===== config.mk =====
export PLATFORM = sky130hd
export DESIGN_NAME = fifo_trig_ctrl
export DESIGN_NICKNAME = d
export VERILOG_FILES = /design/src/rtl/fifo_trig_pkg.sv /design/src/rtl/trig_lvl_chan.sv /design/src/rtl/ready_rd_mux.sv /design/src/rtl/fifo_trig_ctrl.sv
export SDC_FILE = /design/constraint.sdc
export NUM_CORES = 1
export LEC_CHECK = 0
export ABC_CLOCK_PERIOD_IN_PS = 2000
export BUFFER_PORTS_ARGS = -buffer_cell sky130_fd_sc_hd__buf_2
export CELL_PAD_IN_SITES_DETAIL_PLACEMENT = 1
export CELL_PAD_IN_SITES_GLOBAL_PLACEMENT = 1
export CORE_AREA = 10 10 79 81
export CTS_CLUSTER_SIZE = 20
export DETAILED_ROUTE_END_ITERATION = 10
export DIE_AREA = 0 0 89 91
export GPL_TIMING_DRIVEN = 0
export PLACE_DENSITY_LB_ADDON = 0.1
export SYNTH_ARGS = -nofsm -noshare
export SYNTH_HDL_FRONTEND = slang
export SYNTH_SLANG_ARGS = --single-unit
export TNS_END_PERCENT = 1

===== constraint.sdc =====
create_clock -name clk -period 2 [get_ports clk]
set_input_delay 0.1 -clock clk [delete_from_list [all_inputs] [get_ports clk]]
set_output_delay 0.1 -clock clk [all_outputs]
set_load 0.02 [all_outputs]

===== src/rtl/fifo_trig_pkg.sv =====
package fifo_trig_pkg;
  localparam int FIFO_DEPTH = 64;
  localparam int CNT_W      = $clog2(FIFO_DEPTH + 1);
  localparam int STEP       = 4;

  function automatic logic [CNT_W-1:0] legacy_rx(input logic [1:0] code);
    case (code)
      2'd0:    legacy_rx = CNT_W'(8);
      2'd1:    legacy_rx = CNT_W'(16);
      2'd2:    legacy_rx = CNT_W'(56);
      default: legacy_rx = CNT_W'(60);
    endcase
  endfunction

  function automatic logic [CNT_W-1:0] legacy_tx(input logic [1:0] code);
    case (code)
      2'd0:    legacy_tx = CNT_W'(8);
      2'd1:    legacy_tx = CNT_W'(16);
      2'd2:    legacy_tx = CNT_W'(32);
      default: legacy_tx = CNT_W'(56);
    endcase
  endfunction
endpackage


===== src/rtl/trig_lvl_chan.sv =====
module trig_lvl_chan
  import fifo_trig_pkg::*;
(
  input  logic             clk,
  input  logic             rst_n,
  input  logic             wr_stb,
  input  logic [7:0]       wr_data,
  input  logic [1:0]       rx_code,
  input  logic [1:0]       tx_code,
  input  logic [CNT_W-1:0] rx_cnt,
  input  logic [CNT_W-1:0] tx_cnt,
  output logic             rx_flag,
  output logic             tx_flag
);
  logic [7:0]       lvl_q;
  logic [CNT_W-1:0] rx_thr, tx_thr;

  always_ff @(posedge clk or negedge rst_n) begin
    if (!rst_n)      lvl_q <= '0;
    else if (wr_stb) lvl_q <= wr_data;
  end

  always_comb begin
    rx_thr = (lvl_q[7:4] != 4'd0) ? CNT_W'(lvl_q[7:4]) * CNT_W'(STEP) : legacy_rx(rx_code);
    tx_thr = (lvl_q[3:0] != 4'd0) ? CNT_W'(lvl_q[3:0]) * CNT_W'(STEP) : legacy_tx(tx_code);
  end

  always_ff @(posedge clk or negedge rst_n) begin
    if (!rst_n) begin
      rx_flag <= 1'b0;
      tx_flag <= 1'b0;
    end else begin
      rx_flag <= (rx_cnt >= rx_thr);
      tx_flag <= (tx_cnt >= tx_thr);
    end
  end


  no_gated_write_chk: assert property (@(posedge clk) disable iff (!rst_n)
    !wr_stb |=> $stable(lvl_q));

  write_kept_chk: assert property (@(posedge clk) disable iff (!rst_n)
    wr_stb |=> lvl_q == $past(wr_data));

  rx_flag_lag_chk: assert property (@(posedge clk) disable iff (!rst_n)
    (rx_cnt < CNT_W'(STEP)) |=> !rx_flag);

  tx_flag_lag_chk: assert property (@(posedge clk) disable iff (!rst_n)
    (tx_cnt < CNT_W'(STEP)) |=> !tx_flag);

  rx_full_chk: assert property (@(posedge clk) disable iff (!rst_n)
    (rx_cnt == CNT_W'(FIFO_DEPTH)) |=> rx_flag);
endmodule


===== src/rtl/ready_rd_mux.sv =====
module ready_rd_mux #(
  parameter int NCH = 2
) (
  input  logic [2:0]     rd_addr,
  input  logic           chan_sel,
  input  logic           rdy_en,
  input  logic           loopback,
  input  logic [7:0]     scratch_data,
  input  logic [NCH-1:0] rx_flag,
  input  logic [NCH-1:0] tx_flag,
  output logic [7:0]     rd_data
);
  localparam logic [2:0] STAT_ADDR = 3'b111;
  localparam int         RX_BASE   = 4;
  logic [7:0] stat;
  logic       show;

  always_comb begin
    stat = '0;
    for (int c = 0; c < NCH; c++) begin
      stat[c]           = tx_flag[c];
      stat[RX_BASE + c] = rx_flag[c];
    end
    show    = (rd_addr == STAT_ADDR) && chan_sel && rdy_en && !loopback;
    rd_data = show ? stat : scratch_data;
  end
endmodule


===== src/rtl/fifo_trig_ctrl.sv =====
module fifo_trig_ctrl
  import fifo_trig_pkg::*;
#(
  parameter int NCH = 2
) (
  input  logic               clk,
  input  logic               rst_n,
  input  logic               wr_en,
  input  logic               wr_chan,
  input  logic [7:0]         wr_data,
  input  logic [NCH-1:0]     enh_mode,
  input  logic [NCH-1:0]     tl_access,
  input  logic [2*NCH-1:0]   fcr_rx_code,
  input  logic [2*NCH-1:0]   fcr_tx_code,
  input  logic [NCH*CNT_W-1:0] rx_fill,
  input  logic [NCH*CNT_W-1:0] tx_free,
  output logic [NCH-1:0]     rx_trig,
  output logic [NCH-1:0]     tx_trig,
  input  logic [2:0]         rd_addr,
  input  logic               chan_sel,
  input  logic               rdy_en,
  input  logic               loopback,
  input  logic [7:0]         scratch_data,
  output logic [7:0]         rd_data
);
  for (genvar c = 0; c < NCH; c++) begin : g_chan
    logic stb;
    assign stb = wr_en && (int'(wr_chan) == c) && enh_mode[c] && tl_access[c];
    trig_lvl_chan u_chan (
      .clk     (clk),
      .rst_n   (rst_n),
      .wr_stb  (stb),
      .wr_data (wr_data),
      .rx_code (fcr_rx_code[2*c +: 2]),
      .tx_code (fcr_tx_code[2*c +: 2]),
      .rx_cnt  (rx_fill[c*CNT_W +: CNT_W]),
      .tx_cnt  (tx_free[c*CNT_W +: CNT_W]),
      .rx_flag (rx_trig[c]),
      .tx_flag (tx_trig[c])
    );
  end

  ready_rd_mux #(.NCH(NCH)) u_mux (
    .rd_addr      (rd_addr),
    .chan_sel     (chan_sel),
    .rdy_en       (rdy_en),
    .loopback     (loopback),
    .scratch_data (scratch_data),
    .rx_flag      (rx_trig),
    .tx_flag      (tx_trig),
    .rd_data      (rd_data)
  );


  stat_pad_zero_chk: assert property (@(posedge clk) disable iff (!rst_n)
    (rd_addr == 3'b111 && chan_sel && rdy_en && !loopback) |->
      (rd_data[7:6] == 2'b00 && rd_data[3:2] == 2'b00));

  scratch_path_chk: assert property (@(posedge clk) disable iff (!rst_n)
    (loopback || !rdy_en || !chan_sel) |-> rd_data == scratch_data);

  reset_flags_chk: assert property (@(posedge clk)
    !rst_n |-> (rx_trig == '0 && tx_trig == '0));
endmodule


* Word-level counts from Yosys, hierarchy flattened
Cells that the tools add are included.
** Storage, ports and cells
- Bits of input ports :: 66
- Bits in registers :: 20
- Output and inout port bits :: 12
** Operators by class
- Muxes and demuxes :: 9
- Bitwise gates (word level) :: 1
- Magnitude comparators :: 4
- Eq/ne operators :: 9
- Reductions and logical operators :: 18
** Operators by type and width (count)
- case mux 6 bit (3 select lines) :: 4
- >= comparator 7 bit :: 4
- two-way mux 6 bit :: 4
- nonzero test 4 bit :: 4
- logical AND 1 bit :: 9
- equality test 2 x 1 -> 1 bit (second input constant) :: 4
- equality test 2 bit (second input constant) :: 4
- zero test 2 bit :: 4
- two-way mux 8 bit :: 1
- equality test 3 bit (second input constant) :: 1
- zero test 1 bit :: 1
- NOT 1 bit :: 1

* Logic depth before layout (Yosys ltp)
Gate-level depths: netlist of run 1.
- Word-level depth :: 5
- Gate-level depth with buffers :: 9
- Mapped depth without buffers :: 9

* By module
From an unflattened synthesis of run 1, not the netlist that was laid out.
** Unflattened totals
- Cells, all modules :: 145
- Area, all modules :: 1496.4 µm²
** By module, submodules not included
- trig_lvl_chan (g_chan[0].u_chan) :: sequential area each 250.2 µm², area an instance 683.2 µm², instances 1, cells an instance 66
- trig_lvl_chan (g_chan[1].u_chan) :: sequential area each 250.2 µm², area an instance 681.9 µm², instances 1, cells an instance 67
- ready_rd_mux :: sequential area each 0.0 µm², area an instance 111.4 µm², instances 1, cells an instance 10
- fifo_trig_ctrl :: sequential area each 0.0 µm², area an instance 20.0 µm², instances 1, cells an instance 2

* Least setup slack after synthesis of run 1
OpenSTA, ideal clock, no wires.
- Kind :: register to register
- From :: reg g_chan[0].u_chan.lvl_q[4]
- To :: reg g_chan[0].u_chan.rx_flag
- Data required time :: 1.868 ns
- Arrival :: 1.435 ns
- Path buffers :: 0
- Stages on the path, launching flop included :: 7
- Setup slack :: 0.433 ns
- Path through :: dfrtp_1 -> nor4_1 -> nor2_1 -> ha_1 -> a21o_1 -> a211oi_1 -> o21ai_0
** On the way
- Cells in the longest elaborated chain, start to end :: 3
** RTL lines
- start, declared :: line trig_lvl_chan.sv:15 : logic [7:0] lvl_q;
- start signal, assigned :: line trig_lvl_chan.sv:20 : else if (wr_stb) lvl_q <= wr_data;
- nonzero test 4 bit :: line trig_lvl_chan.sv:24 : rx_thr = (lvl_q[7:4] != 4'd0) ? CNT_W'(lvl_q[7:4]) * CNT_W'(STEP) : legacy_rx(rx_code);
- two-way mux 6 bit (*) :: line trig_lvl_chan.sv:24
- >= comparator 7 bit (*) :: line trig_lvl_chan.sv:33 : rx_flag <= (rx_cnt >= rx_thr);
- end signal, assigned :: line trig_lvl_chan.sv:33
- end, declared :: line trig_lvl_chan.sv:12 : output logic rx_flag,
Every way passes the cells marked *; elsewhere a longest branch is shown, timed or not.
A chain may end at the register's enable or synchronous reset.

* Final worst setup path of run 1
- From :: reg g_chan[0].u_chan.lvl_q[5]
- To :: reg g_chan[0].u_chan.rx_flag
Same word-level chain as after synthesis.

==> flow_summary.toml, run 1 <==
[outcome]
status = "complete, no violations"

[sta]
tns_ps = 0
maxSlewViolCount = 0
setup_viol = 0
worst_pin_slew_ps = 464.4
finalHoldViolCount = 0
finClkSkew_ps = 6.993
fin_crit_sh_pct = 91.25
timing.slew.headroom_pct = 69.04
rsz0062_at_grt = "false"
fmax_mhz = 547.9
min_period_ps = 1825

[yosys]
synth_edf_count = 0
synthTopCellsByArea = "dfrtp_1, ha_1, mux2_2"
syn_area_um2 = 1499
ys_seq_elements = 20
ys_types = 26
yosysWarnings = 0
synth_fp_nets = 234
async_flop_share_pct = 100.0
synth_top_area_cell = "dfrtp_1"
netlist.area_leader.share_pct = 33.39
synthCells = 146
yosys.cell_count.top_type = "ha_1"
avgSynthCellArea_um2 = 10.27
ys.flop_type = "dfrtp_1"
ys_top_cells_by_count = "ha_1, dfrtp_1, mux2_2, nor2_1, inv_1"
ys_seq_area_share_pct = 33.39

[critical_path]
start_kind = "register"
cp_slowest_stage_delay_ps = 420
cp-end-kind = "register"
crit_required_ps = 2130
rrSetupSlack_ps = 170
rr_startpoint = "g_chan[0].u_chan.lvl_q[5]"
critPathBufInv = 0
arrival_ps = 1950
cp_top_family = "compound AO/OA/AOI/OAI gates"
critPathKind = "reg -> reg"
cpMaxStageDelayCell = "dfrtp_1"
reg2reg_to = "g_chan[0].u_chan.rx_flag"
cp-startpoint = "g_chan[0].u_chan.lvl_q[5]"
path_cells = "nor4_1 -> nor2_1 -> ha_1 -> a21o_1 -> a211oi_1 -> o21ai_0"
setup.worst_path.end = "g_chan[0].u_chan.rx_flag"
worstRegToRegCells = 6
crit_fanout = 4
cp.depth = 6

[layout]
nets = 317
fillers = 560
postLayoutCoreUtil_pct = 43.62
antenna_cells = 0
area_delta_synth_final_pct = 35.64
drive_gt1_share_pct = 47.81
instances_no_fill = 282

[grt]
grt_pass1_wl_um = 6989
grt_max_degree = 21
grt_pass1_vias = 1554
antenna_found_initial = 0
grtUsageTotal_pct = 10.32
grt_overflow = 0

[power_and_ir_drop]
pwr_density_cell_nw_per_um2 = 738.1
p_total_mw = 1.501
ir_worst_vdd_mv = 0.4766
leakage_nw = 1.050

[clock_tree]
htreeDepth = 1
postCtsSetupBuffers = 0
cts_tree = "done"
clock_latency_ps = 260
clk_path_buf_depth = 2
cts.sinks = 20
clock-root-buffer = "clkbuf_8"
clk_pin_slew_ps = 80
cts_inserted_buffers = 3

[drt]
dr.pass1.iters = 2
vias_per_cell = 4.872
wl_um = 4392
wl_per_cell_um = 15.57
vias = 1374
drc = 0
antenna_left = 0
drtIter0Drc = 24

[floorplan]
die_area_um2 = 8099
num_rows = 25
die_x_um = 89
core_um2 = 4661
ioPinCount = 78
start_util_pct = 32.16
die_h_um = 91

[min_path]
hold_path_class = "in -> reg"

[placement]
numPortBuffers = 77
hpwlAfterDp_um = 3925
gp_congestion = 0.7173
placed_cells = 277

[flow_run]
maxCapViolations = 0
[per-layer routing]
metal / wire [um] / track usage, % / share of wire, % / vias up
li1: - / - / - / 684
met1: 1820 / 11.38 / 41 / 639
met2: 2186 / 19.04 / 50 / 51
met3: 386 / 3.843 / 8.8 / 0
met4: 0 / 0.3979 / 0 / 0
met5: 0 / 0 / 0 / -
[area by class of cell]
cell class	count	area, um^2	share of cell area, %
timing repair buffer	78	395.4	19.45
multi-input combinational	112	930.9	45.78
clock buffer	3	41.29	2.031
buffer	5	33.78	1.662
inverter	9	33.78	1.662
sequential	20	500.5	24.62
clock inverter	1	30.03	1.477
tap	54	67.56	3.323
[worst min path at each step]
| stage | from | end | slack (ps) | cells past startpoint |
|---|---|---|---|---|
| CTS | rx_fill[13] | g_chan[1].u_chan.rx_flag | 50 | 3 |
| global route | rx_fill[13] | g_chan[1].u_chan.rx_flag | 60 | 3 |
| finish | tx_free[13] | g_chan[1].u_chan.tx_flag | 50 | 3 |
| global placement | rst_n | g_chan[1].u_chan.rx_flag | 60 | 1 |
| detailed placement | rst_n | g_chan[1].u_chan.rx_flag | 80 | 1 |
| floorplan | rst_n | g_chan[0].u_chan.lvl_q[0] | -200 | 0 |
[state kept, by name, summed over array words and instances (netlist names)]
| signal | count |
|---|---|
| g_chan.u_chan.lvl_q | 16 |
| g_chan.u_chan.rx_flag | 2 |
| g_chan.u_chan.tx_flag | 2 |
[kinds of logic after synthesis]
family                   count (synthesis)  share of synthesized area [%]
buffers and inverters                   14                          4.507
AND/OR/NAND/NOR                         49                          19.45
adder cells (fa/ha/maj)                 22                          18.36
AO/OA/AOI/OAI                           21                          9.266
flip-flops                              20                          33.39
multiplexers                            20                          15.03
[tightest hold or removal path: cells and delay by family]
family,cells,cell delay (ps)
buffers and inverters,1,80
AOI/OAI and AO/OA,2,100
[metrics by stage]
step / hold WS, ps / setup WS (ps) / instance area [um^2]
2_1_floorplan: -195.6 / 432.9 / 1499
3_3_place_gp: 55.11 / 255.9 / 1952
3_5_place_dp: 80.91 / 152.7 / 1952
4_1_cts: 51.81 / 152.3 / 2033
5_1_grt: 55.47 / 56.85 / 2033
6_report: 53.63 / 175.0 / 2033
[where the power goes]
| part | internal (mW) | total [mW] | switching (mW) | leakage (nW) |
|---|---|---|---|---|
| combinational | 0.273 | 0.509 | 0.236 | 0.781 |
| clock | 0.267 | 0.404 | 0.137 | 0.0357 |
| sequential | 0.493 | 0.587 | 0.0943 | 0.233 |
[cell usage in the layout, fill, tap and decap left out]
master,instances
a21o_1,4
buf_4,4
nand2_1,2
nor2b_1,5
o21ai_0,4
clkbuf_1,1
ha_1,22
nand3b_1,1
nor2_1,20
nand2b_1,2
dlygate4sd3_1,1
a31o_2,1
dfrtp_1,20
nor4b_1,2
nor4_1,6
nand4b_4,1
nand4_4,1
a211oi_1,4
bufinv_16,1
a21boi_0,4
nand4b_1,1
nor3_1,2
mux2_2,20
a21oi_1,4
clkbuf_8,3
nor2_4,1
nor3b_1,1
buf_2,77
nand3_1,4
inv_1,9
[what timing repair did]
action                    CTS  global route
hold buffers                1             0
gates resized for setup     0             0
hold endpoints to repair   20             0
No activity file was read; power rests on OpenSTA's default activity.
==> run 2: changes to the inputs <==
--- a/config.mk
+++ b/config.mk
@@ -5,14 +5,14 @@
 export SDC_FILE = /design/constraint.sdc
 export NUM_CORES = 1
 export LEC_CHECK = 0
-export ABC_CLOCK_PERIOD_IN_PS = 2000
+export ABC_CLOCK_PERIOD_IN_PS = 2200
 export BUFFER_PORTS_ARGS = -buffer_cell sky130_fd_sc_hd__buf_2
 export CELL_PAD_IN_SITES_DETAIL_PLACEMENT = 1
 export CELL_PAD_IN_SITES_GLOBAL_PLACEMENT = 1
-export CORE_AREA = 10 10 79 81
+export CORE_AREA = 10 10 77 79
 export CTS_CLUSTER_SIZE = 20
 export DETAILED_ROUTE_END_ITERATION = 10
-export DIE_AREA = 0 0 89 91
+export DIE_AREA = 0 0 87 89
 export GPL_TIMING_DRIVEN = 0
 export PLACE_DENSITY_LB_ADDON = 0.1
 export SYNTH_ARGS = -nofsm -noshare
==> constraint.sdc (replaced) <==
create_clock -name clk -period 2.2 [get_ports clk]
set_input_delay 0.11 -clock clk [delete_from_list [all_inputs] [get_ports clk]]
set_output_delay 0.11 -clock clk [all_outputs]
set_load 0.02 [all_outputs]
==> run 2 against run 1 <==
Clock-buffer cell count unchanged. Worst setup slack gained 270 ps. Register-to-register slack improved by 270 ps. Global-route usage is 0.81 points higher. Sequential power decreased by 9.2%. Via count increased by 1.5%. Critical path depth did not move. Clock skew shrank 4.4 ps. Non-clock buffer count unchanged. Cell area is the same. Critical endpoint is now g_chan[1].u_chan.tx_flag.
==> flow_summary.toml, run 2 (synthesis gave the netlist of run 1 again) <==
[outcome]
status = "complete, no violations"

[grt]
grt_pass1_vias = 1515
antenna_found_initial = 0
grtUsageTotal_pct = 11.13
grt_pass1_wl_um = 7044
grt_overflow = 0
grt_max_degree = 21

[min_path]
hold_path_depth = 3
min_to = "g_chan[1].u_chan.tx_flag"
hold_path_class = "in -> reg"
min_from = "tx_free[13]"

[layout]
top_register = "g_chan.u_chan.lvl_q"
top_regs = "g_chan.u_chan.lvl_q (16), g_chan.u_chan.rx_flag (2), g_chan.u_chan.tx_flag (2)"
area_delta_synth_final_pct = 35.64
layout_common_cells = "buf_2, ha_1, nor2_1, mux2_2, dfrtp_1"
fillers = 553
largest_reg_flops = 16
instances_no_fill = 282
antenna_cells = 0
nets = 317
final_common_cell = "buf_2"
drive_gt1_share_pct = 47.81

[drt]
drc = 0
drtIter0Drc = 32
wl_per_cell_um = 15.68
vias_per_cell = 4.943
vias = 1394
antenna_left = 0
wl_um = 4421
dr.pass1.iters = 4

[power_and_ir_drop]
leakage_nw = 1.050
ir_worst_vdd_mv = 0.2849
pwr_density_cell_nw_per_um2 = 668.1

[flow_run]
maxCapViolations = 0

[clock_tree]
clock_latency_ps = 260
clk_pin_slew_ps = 70
clk_path_buf_depth = 2
ctsResizeCount = 0
htreeDepth = 1
cts_tree = "done"
cts_inserted_buffers = 3
cts.sinks = 20
clock-root-buffer = "clkbuf_8"

[placement]
hpwlAfterDp_um = 3974
numPortBuffers = 77
placed_cells = 277
gp_congestion = 0.6990

[critical_path]
crit_required_ps = 2330
cpMaxStageDelayCell = "dfrtp_1"
crit_fanout = 5
rrSetupSlack_ps = 450
worstRegToRegCells = 6
reg2reg_to = "g_chan[1].u_chan.tx_flag"
cp-end-kind = "register"
critPathKind = "reg -> reg"
path_cells = "nor4b_1 -> nor2_1 -> ha_1 -> a21o_1 -> a211oi_1 -> o21ai_0"
arrival_ps = 1880
start_kind = "register"
cp_slowest_stage_delay_ps = 430
rr_startpoint = "g_chan[1].u_chan.lvl_q[0]"

[floorplan]
start_util_pct = 33.05
core_um2 = 4536
die_x_um = 87
die_h_um = 89
die_area_um2 = 7743
ioPinCount = 78
num_rows = 25

[sta]
timing.slew.headroom_pct = 70.15
fin_crit_sh_pct = 79.63
rsz0062_at_grt = "false"
setup_viol = 0
finalHoldViolCount = 0
finClkSkew_ps = 2.558
maxSlewViolCount = 0
fin_worst_hold_slack_ps = 73.79
worst_pin_slew_ps = 447.8
tns_ps = 0
min_period_ps = 1752
fmax_mhz = 570.8
==> run 2: cell counts in the layout (fill, tap and decap cells not counted) <==
Identical to the previous run, type by type.
==> run 2: layout make-up <==
class	count	area (um^2)	area share [%]
Multi-Input combinational cell	112	930.9	45.78
Sequential cell	20	500.5	24.62
Timing Repair Buffer	78	395.4	19.45
Tap cell	54	67.56	3.323
Clock buffer	3	41.29	2.031
Buffer	5	33.78	1.662
Inverter	9	33.78	1.662
Clock inverter	1	30.03	1.477
==> run 2: power by group <==
| group | switching [mW] | leakage, nW | internal [mW] |
|---|---|---|---|
| Clock | 0.121 | 0.0357 | 0.243 |
| Combinational | 0.214 | 0.781 | 0.247 |
| Sequential | 0.0851 | 0.233 | 0.448 |
==> run 2: worst max-delay path by stage <==
stage          cells past startpoint  slack (ps)                       from                        to
4_1_cts                            6         410  g_chan[1].u_chan.lvl_q[0]  g_chan[1].u_chan.tx_flag
6_report                           6         450  g_chan[1].u_chan.lvl_q[0]  g_chan[1].u_chan.tx_flag
3_5_place_dp                       9         390             fcr_tx_code[2]  g_chan[1].u_chan.tx_flag
2_1_floorplan                      6         630  g_chan[0].u_chan.lvl_q[4]  g_chan[0].u_chan.rx_flag
3_3_place_gp                       6         460  g_chan[1].u_chan.lvl_q[0]  g_chan[1].u_chan.tx_flag
5_1_grt                            6         190  g_chan[1].u_chan.lvl_q[0]  g_chan[1].u_chan.tx_flag
==> run 2: critical path, delay by kind of cell, from the launching register on <==
kind	cells	cell delay, ps
adder cells (fa/ha/maj)	1	190
flip-flops	1	430
AND/OR/NAND/NOR	2	470
AO/OA/AOI/OAI	3	540
==> run 2: metrics by stage <==
stage / power, mW / util [%] / worst slack [ps] / cell area (um^2)
after floorplan: 0.8243 / - / 632.9 / 1499
after global placement: 0.9794 / 43.03 / 460.7 / 1952
after detailed placement: 1.014 / 43.03 / 387.9 / 1952
after CTS: 1.383 / 44.83 / 406.2 / 2033
after global routing: 1.468 / 44.83 / 187.3 / 2033
final: 1.358 / 44.83 / 448.2 / 2033
==> run 2: layer usage <==
metal | vias up | wire length [um] | track usage (%)
li1 | 690 | - | -
met1 | 639 | 1816 | 12.01
met2 | 61 | 2071 | 19.45
met3 | 4 | 483 | 4.649
met4 | 0 | 51 | 3.093
met5 | - | 0 | 0
==> run 2: what timing repair did <==
item / CTS / global route
hold buffers: 1 / 0
buffers inserted: 0 / 0
endpoints found under the hold margin: 20 / 0
==> run 3: changes to the inputs <==
--- a/config.mk
+++ b/config.mk
@@ -5,14 +5,14 @@
 export SDC_FILE = /design/constraint.sdc
 export NUM_CORES = 1
 export LEC_CHECK = 0
-export ABC_CLOCK_PERIOD_IN_PS = 2200
+export ABC_CLOCK_PERIOD_IN_PS = 1700
 export BUFFER_PORTS_ARGS = -buffer_cell sky130_fd_sc_hd__buf_2
 export CELL_PAD_IN_SITES_DETAIL_PLACEMENT = 1
 export CELL_PAD_IN_SITES_GLOBAL_PLACEMENT = 1
-export CORE_AREA = 10 10 77 79
+export CORE_AREA = 10 10 79 81
 export CTS_CLUSTER_SIZE = 20
 export DETAILED_ROUTE_END_ITERATION = 10
-export DIE_AREA = 0 0 87 89
+export DIE_AREA = 0 0 89 91
 export GPL_TIMING_DRIVEN = 0
 export PLACE_DENSITY_LB_ADDON = 0.1
 export SYNTH_ARGS = -nofsm -noshare
==> constraint.sdc (replaced) <==
create_clock -name clk -period 1.7 [get_ports clk]
set_input_delay 0.085 -clock clk [delete_from_list [all_inputs] [get_ports clk]]
set_output_delay 0.085 -clock clk [all_outputs]
set_load 0.02 [all_outputs]
==> run 3 against run 2 <==
Clock skew increased by 3.3 ps. Utilization increased by 0.86 points. Largest cell class unchanged. First-iteration DRC count decreased by 25%. Non-clock buffer count increased by 5. Combinational power increased by 50%. Hold slack got worse by 28 ps. Global-route usage decreased by 0.59 points. The flow now finishes with violations (negative setup slack). Routed wire length increased by 4.5%. Register-to-register slack got worse by 460 ps.
==> flow_summary.toml, run 3 (synthesis gave the netlist of run 1 again) <==
[grt]
antenna_found_initial = 0
grt_pass1_wl_um = 7127
grt_pass1_vias = 1579
grt_max_degree = 21
grt_overflow = 0
grtUsageTotal_pct = 10.53

[clock_tree]
clk_pin_slew_ps = 80
cts_inserted_buffers = 3
htreeDepth = 1
clk_path_buf_depth = 2
clock-root-buffer = "clkbuf_8"
clock_latency_ps = 260
cts_tree = "done"
cts.sinks = 20

[sta]
fin_crit_sh_pct = 100.8
fmax_mhz = 583.5
timing.slew.headroom_pct = 68.93
setup_viol = 1
min_period_ps = 1714
maxSlewViolCount = 0
worst_pin_slew_ps = 466.0
finClkSkew_ps = 5.851
finalHoldViolCount = 0
rsz0062_at_grt = "true"
setup_slack_ps = -13.72
fin_worst_hold_slack_ps = 45.31

[floorplan]
die_area_um2 = 8099
die_x_um = 89
num_rows = 25
core_um2 = 4661
die_h_um = 91
ioPinCount = 78
start_util_pct = 32.16

[power_and_ir_drop]
ir_worst_vdd_mv = 0.5475
leakage_nw = 1.080
p_total_mw = 1.870
pwr_density_cell_nw_per_um2 = 877.9

[critical_path]
crit_fanout = 3
crit_required_ps = 1840
path_cells = "nor4_2 -> nor2_1 -> ha_1 -> a21o_1 -> a211oi_2 -> o21ai_1"
rrSetupSlack_ps = -10
cp_top_family = "compound AO/OA/AOI/OAI gates"
reg2reg_to = "g_chan[0].u_chan.tx_flag"
arrival_ps = 1850
worstRegToRegCells = 6
cp-startpoint = "g_chan[0].u_chan.lvl_q[1]"
start_kind = "register"
cpMaxStageDelayCell = "dfrtp_1"
critPathKind = "reg -> reg"
rr_startpoint = "g_chan[0].u_chan.lvl_q[1]"
critPathBufInv = 0
cp-end-kind = "register"
cp_slowest_stage_delay_ps = 410

[layout]
layout_common_cells = "buf_2, ha_1, nor2_1, mux2_2, dfrtp_1"
instances_no_fill = 287
nets = 322
top_regs = "g_chan.u_chan.lvl_q (16), g_chan.u_chan.rx_flag (2), g_chan.u_chan.tx_flag (2)"
final_common_cell = "buf_2"
top_register = "g_chan.u_chan.lvl_q"
antenna_cells = 0
area_delta_synth_final_pct = 42.07
largest_reg_flops = 16
postLayoutCoreUtil_pct = 45.69
drive_gt1_share_pct = 53.65

[drt]
vias = 1414
drtIter0Drc = 24
antenna_left = 0
dr.pass1.iters = 2
wl_um = 4619
wl_per_cell_um = 16.09
vias_per_cell = 4.927
drc = 0

[min_path]
hold_path_depth = 3
min_to = "g_chan[1].u_chan.rx_flag"
min_from = "rx_fill[13]"
hold_path_class = "in -> reg"

[outcome]
violations = "negative setup slack"
status = "finished with violations"

[placement]
numPortBuffers = 77
placed_cells = 277
gp_congestion = 0.7173
hpwlAfterDp_um = 3925

[flow_run]
maxCapViolations = 0
==> run 3: cell count changes in the layout (fill, tap and decap cells not counted), moves of 4 or more <==
cell     change
buf_4        +5
nor4_1       -4
o21ai_0      -4
o21ai_1      +4
==> run 3: stage by stage <==
step | TNS (ps) | area (um^2) | worst slack (ps)
after floorplan | 0 | 1499 | 132.9
after global placement | -57.98 | 1952 | -44.15
after detailed placement | -253.4 | 1952 | -147.3
after CTS | -10.77 | 2082 | -10.77
after global routing | -191.0 | 2130 | -127.4
final | -13.72 | 2130 | -13.72
==> run 3: layout make-up <==
| class | instances | area, um^2 |
|---|---|---|
| tap | 54 | 67.56 |
| sequential | 20 | 504.2 |
| multi-input combinational | 112 | 985.9 |
| fill | 550 | 2531 |
| clock inverter | 1 | 30.03 |
| inverter | 9 | 33.78 |
| clock buffer | 3 | 41.29 |
| buffer | 5 | 33.78 |
| timing repair buffer | 83 | 432.9 |
==> run 3: repair_timing <==
item / CTS / global route
resized for setup: 7 / 9
gates cloned: 0 / 0
setup endpoints to repair: 3 / 4
hold buffers: 1 / 0
setup buffers: 4 / 1
hold endpoints to repair: 20 / 0
pin swaps: 2 / 2
==> run 3: layer usage <==
| metal | global-route usage (%) | routed length (um) | vias up | share of wire [%] |
|---|---|---|---|---|
| li1 | - | - | 696 | - |
| met1 | 11.64 | 1907 | 666 | 41 |
| met2 | 19.46 | 2317 | 52 | 50 |
| met3 | 3.843 | 395 | 0 | 8.6 |
| met4 | 0.3979 | 0 | 0 | 0 |
| met5 | 0 | 0 | - | 0 |
==> run 3: where the power goes <==
part	internal (mW)	total [mW]	switching [mW]
Clock	0.314	0.473	0.159
Combinational	0.371	0.692	0.321
Sequential	0.583	0.704	0.122
Total	1.27	1.87	0.601
==> run 3: worst reg2reg max path, stage by stage (launching register included) <==
cell and delay, ps:
dfrtp_1 410, nor4_2 280, nor2_1 70, ha_1 290, a21o_1 200, a211oi_2 220, o21ai_1 120
==> run 3: worst max path at each step <==
stage,cells after the start,to
after floorplan,6,g_chan[0].u_chan.rx_flag
after global routing,6,g_chan[0].u_chan.tx_flag
after detailed placement,6,g_chan[0].u_chan.rx_flag
final,6,g_chan[0].u_chan.tx_flag
after global placement,6,g_chan[0].u_chan.tx_flag
after CTS,6,g_chan[0].u_chan.tx_flag
